### src/rtl/wis_pkg.sv
package wis_pkg;

  typedef enum logic [2:0] {
    ST_IDLE    = 3'd0,
    ST_DRAIN   = 3'd1,
    ST_WIPE    = 3'd2,
    ST_JUMP    = 3'd3,
    ST_RELEASE = 3'd4
  } seq_st_t;

  localparam int unsigned VEC_W = 32;

endpackage

### src/rtl/wis_edge_det.sv
module wis_edge_det #(
  parameter int unsigned W = 4
) (
  input  logic         clk,
  input  logic         rst,
  input  logic [W-1:0] lvl_i,
  output logic [W-1:0] rise_o
);

  for (genvar g = 0; g < W; g++) begin : g_line
    logic prev_q;

    always_ff @(posedge clk) begin
      prev_q <= lvl_i[g];
    end

    assign rise_o[g] = lvl_i[g] & ~prev_q & ~rst;
  end

endmodule

### src/rtl/wis_seq_fsm.sv
module wis_seq_fsm
  import wis_pkg::*;
#(
  parameter int unsigned          N_DOM         = 8,
  parameter logic [N_DOM-1:0]     PRESERVE_MASK = 8'h1F,
  parameter logic [VEC_W-1:0]     RESTART_VEC   = 32'hFFFF_FFF0
) (
  input  logic             clk,
  input  logic             rst,
  input  logic             init_rise_i,
  input  logic             pipe_empty_i,
  output seq_st_t          st_nxt_o,
  output logic             pipe_flush_o,
  output logic             fetch_redir_o,
  output logic [VEC_W-1:0] fetch_vec_o,
  output logic [N_DOM-1:0] dom_clr_o,
  output logic             busy_o
);

  localparam logic [N_DOM-1:0] WARM_CLR = ~PRESERVE_MASK;
  localparam logic [N_DOM-1:0] FULL_CLR = {N_DOM{1'b1}};

  seq_st_t st_q, st_d;

  always_comb begin
    st_d = st_q;
    unique case (st_q)
      ST_IDLE:    if (init_rise_i) st_d = ST_DRAIN;
      ST_DRAIN:   if (pipe_empty_i) st_d = ST_WIPE;
      ST_WIPE:    st_d = ST_JUMP;
      ST_JUMP:    st_d = ST_RELEASE;
      ST_RELEASE: st_d = ST_IDLE;
      default:    st_d = ST_IDLE;
    endcase
    if (rst) st_d = ST_IDLE;
  end

  assign st_nxt_o = st_d;

  always_ff @(posedge clk) begin
    if (rst) begin
      st_q          <= ST_IDLE;
      pipe_flush_o  <= 1'b0;
      fetch_redir_o <= 1'b0;
      fetch_vec_o   <= '0;
      dom_clr_o     <= FULL_CLR;
      busy_o        <= 1'b0;
    end else begin
      st_q          <= st_d;
      pipe_flush_o  <= (st_d == ST_DRAIN);
      fetch_redir_o <= (st_d == ST_JUMP);
      fetch_vec_o   <= (st_d == ST_JUMP) ? RESTART_VEC : '0;
      dom_clr_o     <= (st_d == ST_WIPE) ? WARM_CLR : '0;
      busy_o        <= (st_d != ST_IDLE);
    end
  end

endmodule

### src/rtl/wis_irq_hold.sv
module wis_irq_hold #(
  parameter int unsigned N = 2
) (
  input  logic         clk,
  input  logic         rst,
  input  logic [N-1:0] rise_i,
  input  logic         hold_win_i,
  input  logic         release_i,
  output logic [N-1:0] pulse_o
);

  for (genvar g = 0; g < N; g++) begin : g_req
    logic held_q;

    always_ff @(posedge clk) begin
      if (rst) begin
        held_q     <= 1'b0;
        pulse_o[g] <= 1'b0;
      end else if (release_i) begin
        pulse_o[g] <= held_q | rise_i[g];
        held_q     <= 1'b0;
      end else if (hold_win_i) begin
        pulse_o[g] <= 1'b0;
        held_q     <= held_q | rise_i[g];
      end else begin
        pulse_o[g] <= rise_i[g];
        held_q     <= 1'b0;
      end
    end
  end

endmodule

### src/rtl/warm_init_seq.sv
module warm_init_seq
  import wis_pkg::*;
#(
  parameter int unsigned      N_DOM         = 8,
  parameter logic [N_DOM-1:0] PRESERVE_MASK = 8'h1F,
  parameter logic [31:0]      RESTART_VEC   = 32'hFFFF_FFF0
) (
  input  logic             clk,
  input  logic             rst,
  input  logic             init_i,
  input  logic             flush_req_i,
  input  logic             smi_req_i,
  input  logic             nmi_req_i,
  input  logic             pipe_empty_i,
  output logic             pipe_flush_o,
  output logic             fetch_redir_o,
  output logic [31:0]      fetch_vec_o,
  output logic [N_DOM-1:0] dom_clr_o,
  output logic             busy_o,
  output logic             flush_irq_o,
  output logic             smi_irq_o,
  output logic             nmi_irq_o
);

  localparam int unsigned N_LINES = 4;
  localparam int unsigned N_HELD  = 2;

  logic [N_LINES-1:0] lvl, rise;
  logic [N_HELD-1:0]  held_pulse;
  seq_st_t            st_nxt;
  logic               hold_win, release_now;
  logic               nmi_q;

  assign lvl = {nmi_req_i, smi_req_i, flush_req_i, init_i};

  wis_edge_det #(.W(N_LINES)) u_edge (
    .clk    (clk),
    .rst    (rst),
    .lvl_i  (lvl),
    .rise_o (rise)
  );

  wis_seq_fsm #(
    .N_DOM         (N_DOM),
    .PRESERVE_MASK (PRESERVE_MASK),
    .RESTART_VEC   (RESTART_VEC)
  ) u_fsm (
    .clk           (clk),
    .rst           (rst),
    .init_rise_i   (rise[0]),
    .pipe_empty_i  (pipe_empty_i),
    .st_nxt_o      (st_nxt),
    .pipe_flush_o  (pipe_flush_o),
    .fetch_redir_o (fetch_redir_o),
    .fetch_vec_o   (fetch_vec_o),
    .dom_clr_o     (dom_clr_o),
    .busy_o        (busy_o)
  );

  assign hold_win    = (st_nxt == ST_DRAIN) || (st_nxt == ST_WIPE) || (st_nxt == ST_JUMP);
  assign release_now = (st_nxt == ST_RELEASE);

  wis_irq_hold #(.N(N_HELD)) u_hold (
    .clk        (clk),
    .rst        (rst),
    .rise_i     (rise[2:1]),
    .hold_win_i (hold_win),
    .release_i  (release_now),
    .pulse_o    (held_pulse)
  );

  always_ff @(posedge clk) begin
    if (rst) nmi_q <= 1'b0;
    else     nmi_q <= rise[3] && (st_nxt == ST_IDLE);
  end

  assign flush_irq_o = held_pulse[0];
  assign smi_irq_o   = held_pulse[1];
  assign nmi_irq_o   = nmi_q;

endmodule

### config.mk
export PLATFORM = sky130hd
export DESIGN_NAME = warm_init_seq
export DESIGN_NICKNAME = d
export VERILOG_FILES = /design/src/rtl/wis_pkg.sv /design/src/rtl/wis_edge_det.sv /design/src/rtl/wis_seq_fsm.sv /design/src/rtl/wis_irq_hold.sv /design/src/rtl/warm_init_seq.sv
export SDC_FILE = /design/constraint.sdc
export NUM_CORES = 1
export LEC_CHECK = 0
export BUFFER_PORTS_ARGS = -buffer_cell sky130_fd_sc_hd__buf_2
export CORE_MARGIN = 4
export CORE_UTILIZATION = 30
export CTS_BUF_LIST = sky130_fd_sc_hd__clkbuf_4 sky130_fd_sc_hd__clkbuf_8
export DETAILED_ROUTE_END_ITERATION = 10
export PLACE_DENSITY_LB_ADDON = 0.08
export SLEW_MARGIN = 20
export SYNTH_ARGS = -nofsm -noshare
export SYNTH_HDL_FRONTEND = slang
export SYNTH_SLANG_ARGS = --single-unit
### constraint.sdc
create_clock -name clk -period 0.95 [get_ports clk]
set_input_delay 0.0475 -clock clk [delete_from_list [all_inputs] [get_ports clk]]
set_output_delay 0.0475 -clock clk [all_outputs]
set_load 0.01 [all_outputs]
==> impl_metrics.tcl, run 1 <==
set metrics [dict create \
    globalRoute.busiestLayer "met2" \
    die_height_um 61.10 \
    finish.utilization_pct 44.06 \
    overflow 0 \
    nets 126 \
    violations "setup timing" \
    cts_root_buf "clkbuf_4" \
    grt_use_met2_pct 15.56 \
    track_usage_pct 8.521 \
    setup_viol 31 \
    fmax_mhz 1023 \
    hold_class "in2reg" \
    r2r_setup_slack_ns -0.03 \
    min_period_over_period_pct 102.9 \
    placementRows 18 \
    synth_cell_types 21 \
    drc_errors 0 \
    placed_cells 136 \
    fin_crit_ns 0.9778 \
    first_pass_iters 2 \
    holdWs_ns 0.07257 \
    clock_skew_ns 0.007977 \
    final-max-slew-violation-count 0 \
    tns_ns -0.5951 \
    ys_ff_latch 17 \
    grtUsageMet1_pct 8.974 \
    antennaDiodeCount 0 \
    rsz0062_at_grt "yes" \
    yosysWarnings 0 \
    io_buffer_count 48 \
    synth_edf_count 0 \
    dieArea_um2 3733 \
    cts_buffers 3 \
    fin_cells 148 \
    die_w_um 61.10 \
    seq_area_frac_synth_pct 40.24 \
    drt_wl_total_mm 1.694 \
    p_total_uw 1437 \
    ios 53 \
    ant_nets 0 \
    vdd_drop_max_v 0.0008860 \
    met3_usage_pct 4.403 \
    drt_iter0_drc 7 \
    cts_tree "built" \
    synthArstFlopShare_pct 0 \
    worstSetupPathType "reg2out" \
    hold_viol 0 \
    antenna_found_initial 0 \
    syn_area_um2 845.8 \
    critPathRequiredTime_ns 0.90 \
    leakagePower_uw 0.0005769 \
    grt_pass1_vias 549 \
    status "complete, but fails checks" \
    grt_pass1_wl_mm 2.366 \
    crit_path_max_fanout 15 \
    clk_pin_slew_ns 0.09 \
    area_delta_synth_final_pct 34.91 \
    wl_per_cell_um 11.45 \
    synthFlopType "dfxtp_1" \
    h-tree-depth 1 \
    setup_ws_ns -0.02781 \
    power-per-cell-area_nw_per_um2 1259 \
    cap_viol_max_count 0 \
    crit_arrival_ns 0.93 \
    layout-drive-gt1-share_pct 61.86 \
    worstSetupEndpointType "output port" \
    syn-instance-count 90 \
    initial_core_util_pct 32.66 \
    grt_max_degree 16 \
    clock_latency_ns 0.29 \
    hpwl_mm 1.151 \
    routed-via-count 599 \
    syn_avg_cell_area_um2 9.398 \
    gp_congestion 0.7775 \
    vias_per_cell 4.047 \
    cts_buffer_depth 2 \
    clock_sinks 17 \
    design.core.area_um2 2590 \
    critPathLaunchType "flip-flop" \
]
## cells by family (layout without fill, tap and decap cells)
group	Yosys count	in the layout	share of synthesized area, %
other	1	4	0.4434
DFF	17	17	40.24
muxes	1	1	1.183
and+or+nand+nor	19	19	12.43
buffers and inverters	42	67	36.98
AOI/OAI and AO/OA	10	10	8.728
## worst max-delay path, cell delays in order (launching register included)
cell	delay, ns
dfxtp_4	0.38
buf_12	0.14
buf_2	0.13
## cells in the final DEF (no fill, tap or decap), types with 2 or more instances in the layout
master	instances
a21oi_2	2
nand3b_1	2
dlygate4sd3_1	5
clkbuf_4	3
buf_2	32
conb_1	4
dfxtp_2	4
buf_4	4
a21oi_1	2
o21bai_1	2
nor2_1	9
buf_6	19
dfxtp_1	12
nor3_1	2
## metrics by stage
| stage | instance area (µm²) | worst slack, ns |
|---|---|---|
| final | 1141 | -0.02781 |
| after detailed placement | 872.1 | -0.04074 |
| after global routing | 1141 | -0.08567 |
| after global placement | 872.1 | -0.06823 |
| after floorplan | 862.1 | -0.006526 |
| after CTS | 1064 | -0.03976 |
## area by class of cell
cell class	count	area [µm²]
fill	269	1449
timing repair buffer	62	489.2
sequential	17	349.1
multi-input combinational	34	234.0
tap	30	37.54
clock buffer	3	22.52
clock inverter	1	5.005
inverter	1	3.754
## power by group
part	leakage, µW	switching [µW]	total (µW)	internal (µW)
combinational	0.000417	132	286	154
sequential	0.000143	27.5	776	749
clock	0.0000177	219	375	156
total	0.000577	378	1440	1060
## cell usage after synthesis, types with 2 or more instances
master | count | area share, %
o21bai_1 | 2 | 1.8
nor2_1 | 9 | 4.0
a21oi_1 | 4 | 2.4
buf_4 | 39 | 35
nor3b_1 | 2 | 1.8
nand3b_1 | 2 | 1.8
dfxtp_1 | 17 | 40
nor3_1 | 2 | 1.2
## final timing paths
path | startpoint | to | cells past startpoint
worst min register to register | u_hold.g_req[0].held_q | u_hold.g_req[0].held_q | 2
worst max-delay path | u_fsm.fetch_vec_o[30] | fetch_vec_o[6] | 2
worst max register to register | u_fsm.st_q[0] | u_hold.pulse_o[0] | 3
worst min-delay path | pipe_empty_i | u_fsm.st_q[1] | 3
## flip-flops by register name (all words and copies together), names as in the netlist, 2 cells and up
| signal | cells |
|---|---|
| u_hold.g_req.held_q | 2 |
| u_fsm.dom_clr_o | 2 |
| u_hold.pulse_o | 2 |
| u_edge.g_line.prev_q | 4 |
| u_fsm.st_q | 3 |
## routing by layer
| metal | vias up | wire (µm) | part of all wire, % |
|---|---|---|---|
| met5 | - | 0 | 0 |
| met4 | 0 | 0 | 0 |
| met3 | 0 | 163 | 9.6 |
| met2 | 26 | 901 | 53 |
| met1 | 270 | 628 | 37 |
| li1 | 303 | - | - |
## timing repair
action	4_1_cts	5_1_grt
hold endpoints to repair	6	0
setup endpoints to repair	37	35
cloned	1	0
pin swaps	0	1
resized for setup	21	15
hold buffers	5	0
setup buffers	2	0
No activity file was read; power rests on OpenSTA's default activity.
==> inputs of run 2 (changes only) <==
--- a/config.mk
+++ b/config.mk
@@ -10,8 +10,8 @@
 export CORE_UTILIZATION = 30
 export CTS_BUF_LIST = sky130_fd_sc_hd__clkbuf_4 sky130_fd_sc_hd__clkbuf_8
 export DETAILED_ROUTE_END_ITERATION = 10
-export PLACE_DENSITY_LB_ADDON = 0.08
-export SLEW_MARGIN = 20
+export PLACE_DENSITY = 0.72
+export SLEW_MARGIN = 15
 export SYNTH_ARGS = -nofsm -noshare
 export SYNTH_HDL_FRONTEND = slang
 export SYNTH_SLANG_ARGS = --single-unit
==> impl_metrics.tcl, run 2 (synthesis gave the netlist of run 1 again) <==
set metrics [dict create \
    largest_reg_flops 4 \
    antennaDiodeCount 0 \
    critPathLaunchType "flip-flop" \
    ant_nets 0 \
    antenna_found_initial 0 \
    slowest_stage "o31ai_1" \
    final_common_cell "buf_2" \
    grt_pass1_vias 528 \
    cts_tree "built" \
    cts_buffer_depth 2 \
    first_pass_iters 3 \
    crit_chain "o31ai_1 -> nor2_1" \
    r2r_cells 2 \
    leakagePower_uw 0.0005622 \
    fmax_mhz 996.1 \
    worstSetupEndpointType "flip-flop" \
    dieArea_um2 3733 \
    wl_per_cell_um 11.36 \
    clock_sinks 17 \
    track_usage_pct 8.095 \
    design.core.area_um2 2590 \
    finish.utilization_pct 41.74 \
    hpwl_mm 1.100 \
    nets 126 \
    crit_arrival_ns 1.18 \
    critPathRequiredTime_ns 1.12 \
    rsz0062_at_grt "yes" \
    fillers 250 \
    status "complete, but fails checks" \
    final-max-slew-violation-count 0 \
    cap_viol_max_count 0 \
    cp_top_family "compound AO/OA/AOI/OAI gates" \
    h-tree-depth 1 \
    seq_area_um2 352.8 \
    post_dp_cell_area_um2 857.1 \
    clock_skew_ns 0.0009247 \
    final_cell_mix "buf_2, buf_6, dfxtp_1, nor2_1, buf_4" \
    gp_congestion 0.7593 \
    placementRows 18 \
    grt_pass1_wl_mm 2.180 \
    clock_latency_ns 0.29 \
    worstSetupPathType "reg2reg" \
    setup_ws_ns -0.05396 \
    die_height_um 61.10 \
    ios 53 \
    path_depth 2 \
    drt_wl_total_mm 1.682 \
    setup_viol 32 \
    area_delta_synth_final_pct 27.81 \
    pre_cts_ws_ns -0.05904 \
    cts_root_buf "clkbuf_4" \
    grt_max_degree 30 \
    reg_top3 "u_edge.g_line.prev_q (4), u_fsm.st_q (3)" \
    regMostFlops "u_edge.g_line.prev_q" \
    fin_crit_ns 1.004 \
    drt_iter0_drc 3 \
    die_w_um 61.10 \
    layout-drive-gt1-share_pct 59.32 \
    min_period_over_period_pct 105.7 \
    power-per-cell-area_nw_per_um2 1340 \
    routed-via-count 641 \
    vias_per_cell 4.331 \
    violations "setup timing" \
    hold_class "in2reg" \
    initial_core_util_pct 32.66 \
    hold_path_depth 3 \
    crit_path_max_incr_delay_ns 0.43 \
    clk_pin_slew_ns 0.09 \
    hold_viol 0 \
    vdd_drop_max_v 0.001042 \
    final_cell_area_um2 1081 \
    critPathBufInv 0 \
    overflow 0 \
    multiInputGateArea_um2 212.7 \
    drc_errors 0 \
    cts_buffers 3 \
    io_buffer_count 48 \
    crit_path_max_fanout 6 \
]
run 2: cell count changes in the layout (fill, tap and decap cells not counted), moves of 2 or more:
cell	before	now
buf_2	32	36
buf_4	4	7
buf_6	19	13
dfxtp_2	4	1
dfxtp_4	1	3
run 2: worst paths after layout:
kind                               start                      to  slack [ns]
setup / recovery           u_fsm.st_q[1]  u_hold.g_req[1].held_q       -0.05
hold / removal              pipe_empty_i           u_fsm.st_q[1]        0.06
setup reg to reg           u_fsm.st_q[1]  u_hold.g_req[1].held_q       -0.05
hold reg to reg   u_hold.g_req[0].held_q  u_hold.g_req[0].held_q        0.49
run 2: final cells by class:
type	count	share of cell area [%]
multi-input cells	34	19.68
repair buffers	62	41.09
well taps	30	3.472
flip-flops and latches	17	32.64
inverters	1	0.3472
clock buffers	4	2.778
run 2: power by group:
group	total, µW	leakage, µW	internal [µW]	switching (µW)
Combinational	273	0.000401	140	133
Clock	409	0.0000184	192	217
Sequential	766	0.000143	745	21.6
Total	1450	0.000562	1080	371
run 2: tightest hold or removal path, delay by kind of cell:
kind                   cells  cell delay, ns
buffers and inverters      1            0.11
AO/OA/AOI/OAI              1            0.06
AND/OR/NAND/NOR            1            0.10
run 2: metrics by stage:
| step | std cells | hold slack (ns) | setup TNS, ns | total power (µW) |
|---|---|---|---|---|
| final | 148 | 0.06272 | -0.8068 | 1448 |
| after global routing | 148 | 0.06635 | -2.354 | 1514 |
| after CTS | 143 | 0.05700 | -0.9760 | 1422 |
| after detailed placement | 134 | 0.1659 | -0.1379 | 1003 |
| after global placement | 134 | 0.1629 | -0.02274 | 999.6 |
| after floorplan | 93 | 0.07522 | -0.01305 | 985.5 |
run 2: timing repair:
item / 4_1_cts / 5_1_grt
endpoints found under the setup margin: 39 / 38
cloned: 0 / 1
gates resized for setup: 6 / 25
hold endpoints to repair: 6 / 0
hold buffers: 5 / 0
buffers inserted: 0 / 4
pin swaps: 0 / 4
run 2: layer usage:
metal  global-route usage [%]  part of all wire, %  up-vias
met5                        0                    0        -
met1                    7.455                   32      287
li1                         -                    -      306
met2                    15.41                   51       48
met3                    3.774                   18        0
met4                    2.786                    0        0
==> inputs of run 3 (changes only) <==
--- a/config.mk
+++ b/config.mk
@@ -6,11 +6,14 @@
 export NUM_CORES = 1
 export LEC_CHECK = 0
 export BUFFER_PORTS_ARGS = -buffer_cell sky130_fd_sc_hd__buf_2
+export CELL_PAD_IN_SITES_DETAIL_PLACEMENT = 1
+export CELL_PAD_IN_SITES_GLOBAL_PLACEMENT = 2
 export CORE_MARGIN = 4
-export CORE_UTILIZATION = 30
+export CORE_UTILIZATION = 21
 export CTS_BUF_LIST = sky130_fd_sc_hd__clkbuf_4 sky130_fd_sc_hd__clkbuf_8
 export DETAILED_ROUTE_END_ITERATION = 10
-export PLACE_DENSITY = 0.72
+export PLACE_DENSITY = 0.87
+export REMOVE_ABC_BUFFERS = 1
 export SLEW_MARGIN = 15
 export SYNTH_ARGS = -nofsm -noshare
 export SYNTH_HDL_FRONTEND = slang
==> impl_metrics.tcl, run 3 (synthesis gave the netlist of run 1 again) <==
set metrics [dict create \
    vias_per_cell 3.842 \
    area_delta_synth_final_pct 51.63 \
    hpwl_mm 1.346 \
    rsz0062_at_grt "yes" \
    design.core.area_um2 3771 \
    r2r_start "u_fsm.st_q[0]" \
    largest_reg_flops 4 \
    final_cell_mix "buf_6, buf_2, dfxtp_1, nor2_1" \
    hold_path_depth 3 \
    clk_pin_slew_ns 0.06 \
    hold_class "in2reg" \
    clock_sinks 17 \
    r2r_cells 3 \
    crit_chain "clkbuf_16 -> buf_6" \
    final_cell_area_um2 1282 \
    nets 125 \
    h-tree-depth 1 \
    vdd_drop_max_v 0.0006125 \
    final-max-slew-violation-count 0 \
    die_w_um 71.47 \
    placed_cells 152 \
    overflow 0 \
    crit_path_max_incr_delay_ns 0.40 \
    clock_latency_ns 0.25 \
    layout-drive-gt1-share_pct 61.54 \
    critPathBufInv 2 \
    ant_nets 0 \
    cts_buffer_depth 2 \
    final_common_cell "buf_6" \
    reg_top3 "u_edge.g_line.prev_q (4), u_fsm.st_q (3)" \
    leakagePower_uw 0.0005951 \
    violations "setup timing" \
    post_dp_cell_area_um2 890.9 \
    critPathLaunchType "flip-flop" \
    status "complete, but fails checks" \
    power-per-cell-area_nw_per_um2 1286 \
    initial_core_util_pct 22.43 \
    grt_max_degree 30 \
    routed-via-count 634 \
    cp_top_family "flip-flops" \
    slowest_stage "dfxtp_4" \
    setup_ws_ns -0.02209 \
    critPathRequiredTime_ns 0.90 \
    top_layer "met4" \
    drc_errors 0 \
    crit_arrival_ns 0.92 \
    cap_viol_max_count 0 \
    grt_pass1_vias 574 \
    crit_path_start "u_fsm.fetch_vec_o[30]" \
    regMostFlops "u_edge.g_line.prev_q" \
    drt_wl_total_mm 2.042 \
    dieArea_um2 5107 \
    antenna_found_initial 0 \
    cts_tree "built" \
    hold_path.startpoint "pipe_empty_i" \
    worstSetupPathType "reg2out" \
    fillers 422 \
    drt_iter0_drc 22 \
    clock_skew_ns 0.001588 \
    antennaDiodeCount 0 \
    cts_buffers 3 \
    wl_per_cell_um 12.38 \
    grt_pass1_wl_mm 2.649 \
    setup_viol 18 \
    gp_congestion 0.7675 \
    worstSetupEndpointType "output port" \
    fin_crit_ns 0.9721 \
    met3_length_um 277 \
    wl_met2_mm 1.029 \
    cts_root_buf "clkbuf_8" \
    pre_cts_ws_ns -0.07485 \
    fin_cells 165 \
    hold_viol 0 \
    fmax_mhz 1029 \
    die_height_um 71.47 \
    first_pass_iters 3 \
    crit_path_max_fanout 7 \
    track_usage_pct 6.767 \
    placementRows 22 \
    path_depth 2 \
    ios 53 \
    wl_met1_um 714 \
    min_period_over_period_pct 102.3 \
    io_buffer_count 48 \
]
==> run 3: changes by cell type in the layout (fill, tap and decap cells not counted), moves of 2 or more <==
cell,before,now
buf_6,13,29
buf_4,7,4
clkbuf_16,0,2
clkbuf_8,0,3
buf_2,36,20
clkbuf_4,4,1
==> run 3: per-layer routing <==
metal / vias to the layer above / track usage (%)
met5: - / 0
met4: 0 / 3.758
met3: 2 / 3.927
met2: 41 / 11.73
met1: 289 / 6.150
li1: 302 / -
==> run 3: final cells by class <==
type / instances / area (µm²) / area share (%)
inverter: 1 / 3.754 / 0.2927
timing repair buffer: 61 / 581.8 / 45.37
tap: 48 / 60.06 / 4.683
sequential: 17 / 352.8 / 27.51
multi-input combinational: 34 / 235.2 / 18.34
clock buffer: 4 / 48.80 / 3.805
==> run 3: final timing paths <==
kind	endpoint	slack, ns
setup / recovery	fetch_vec_o[21]	-0.02
hold / removal	u_fsm.st_q[1]	0.12
setup reg to reg	u_hold.pulse_o[0]	-0.02
hold reg to reg	u_hold.g_req[1].held_q	0.50
==> run 3: stage by stage <==
stage                     TNS (ns)  total power (µW)  hold slack (ns)  util (%)
after CTS                 -0.06088              1605           0.1054     26.44
final                      -0.2968              1650           0.1215     34.01
after global placement     -0.1050              1002           0.1650     23.62
after floorplan             -35.68             892.8          0.07522         -
after global routing        -1.937              1756           0.1138     34.01
after detailed placement   -0.3185              1009           0.1635     23.62
==> run 3: repair_timing <==
item	CTS	global route
gates resized for setup	7	41
hold buffers	4	0
hold endpoints to repair	4	0
buffers inserted	1	1
setup endpoints to repair	36	36
cloned	0	3
pin swaps	2	2
==> run 3: power breakdown <==
part | switching, µW | total (µW) | internal (µW)
Combinational | 142 | 315 | 174
Sequential | 30.6 | 778 | 747
Clock | 230 | 556 | 326
==> run 3: worst register-to-register path, cell delays in order, from the launching register on <==
cell	delay, ns
dfxtp_4	0.37
a211oi_4	0.27
o31a_1	0.19
nor2_1	0.04
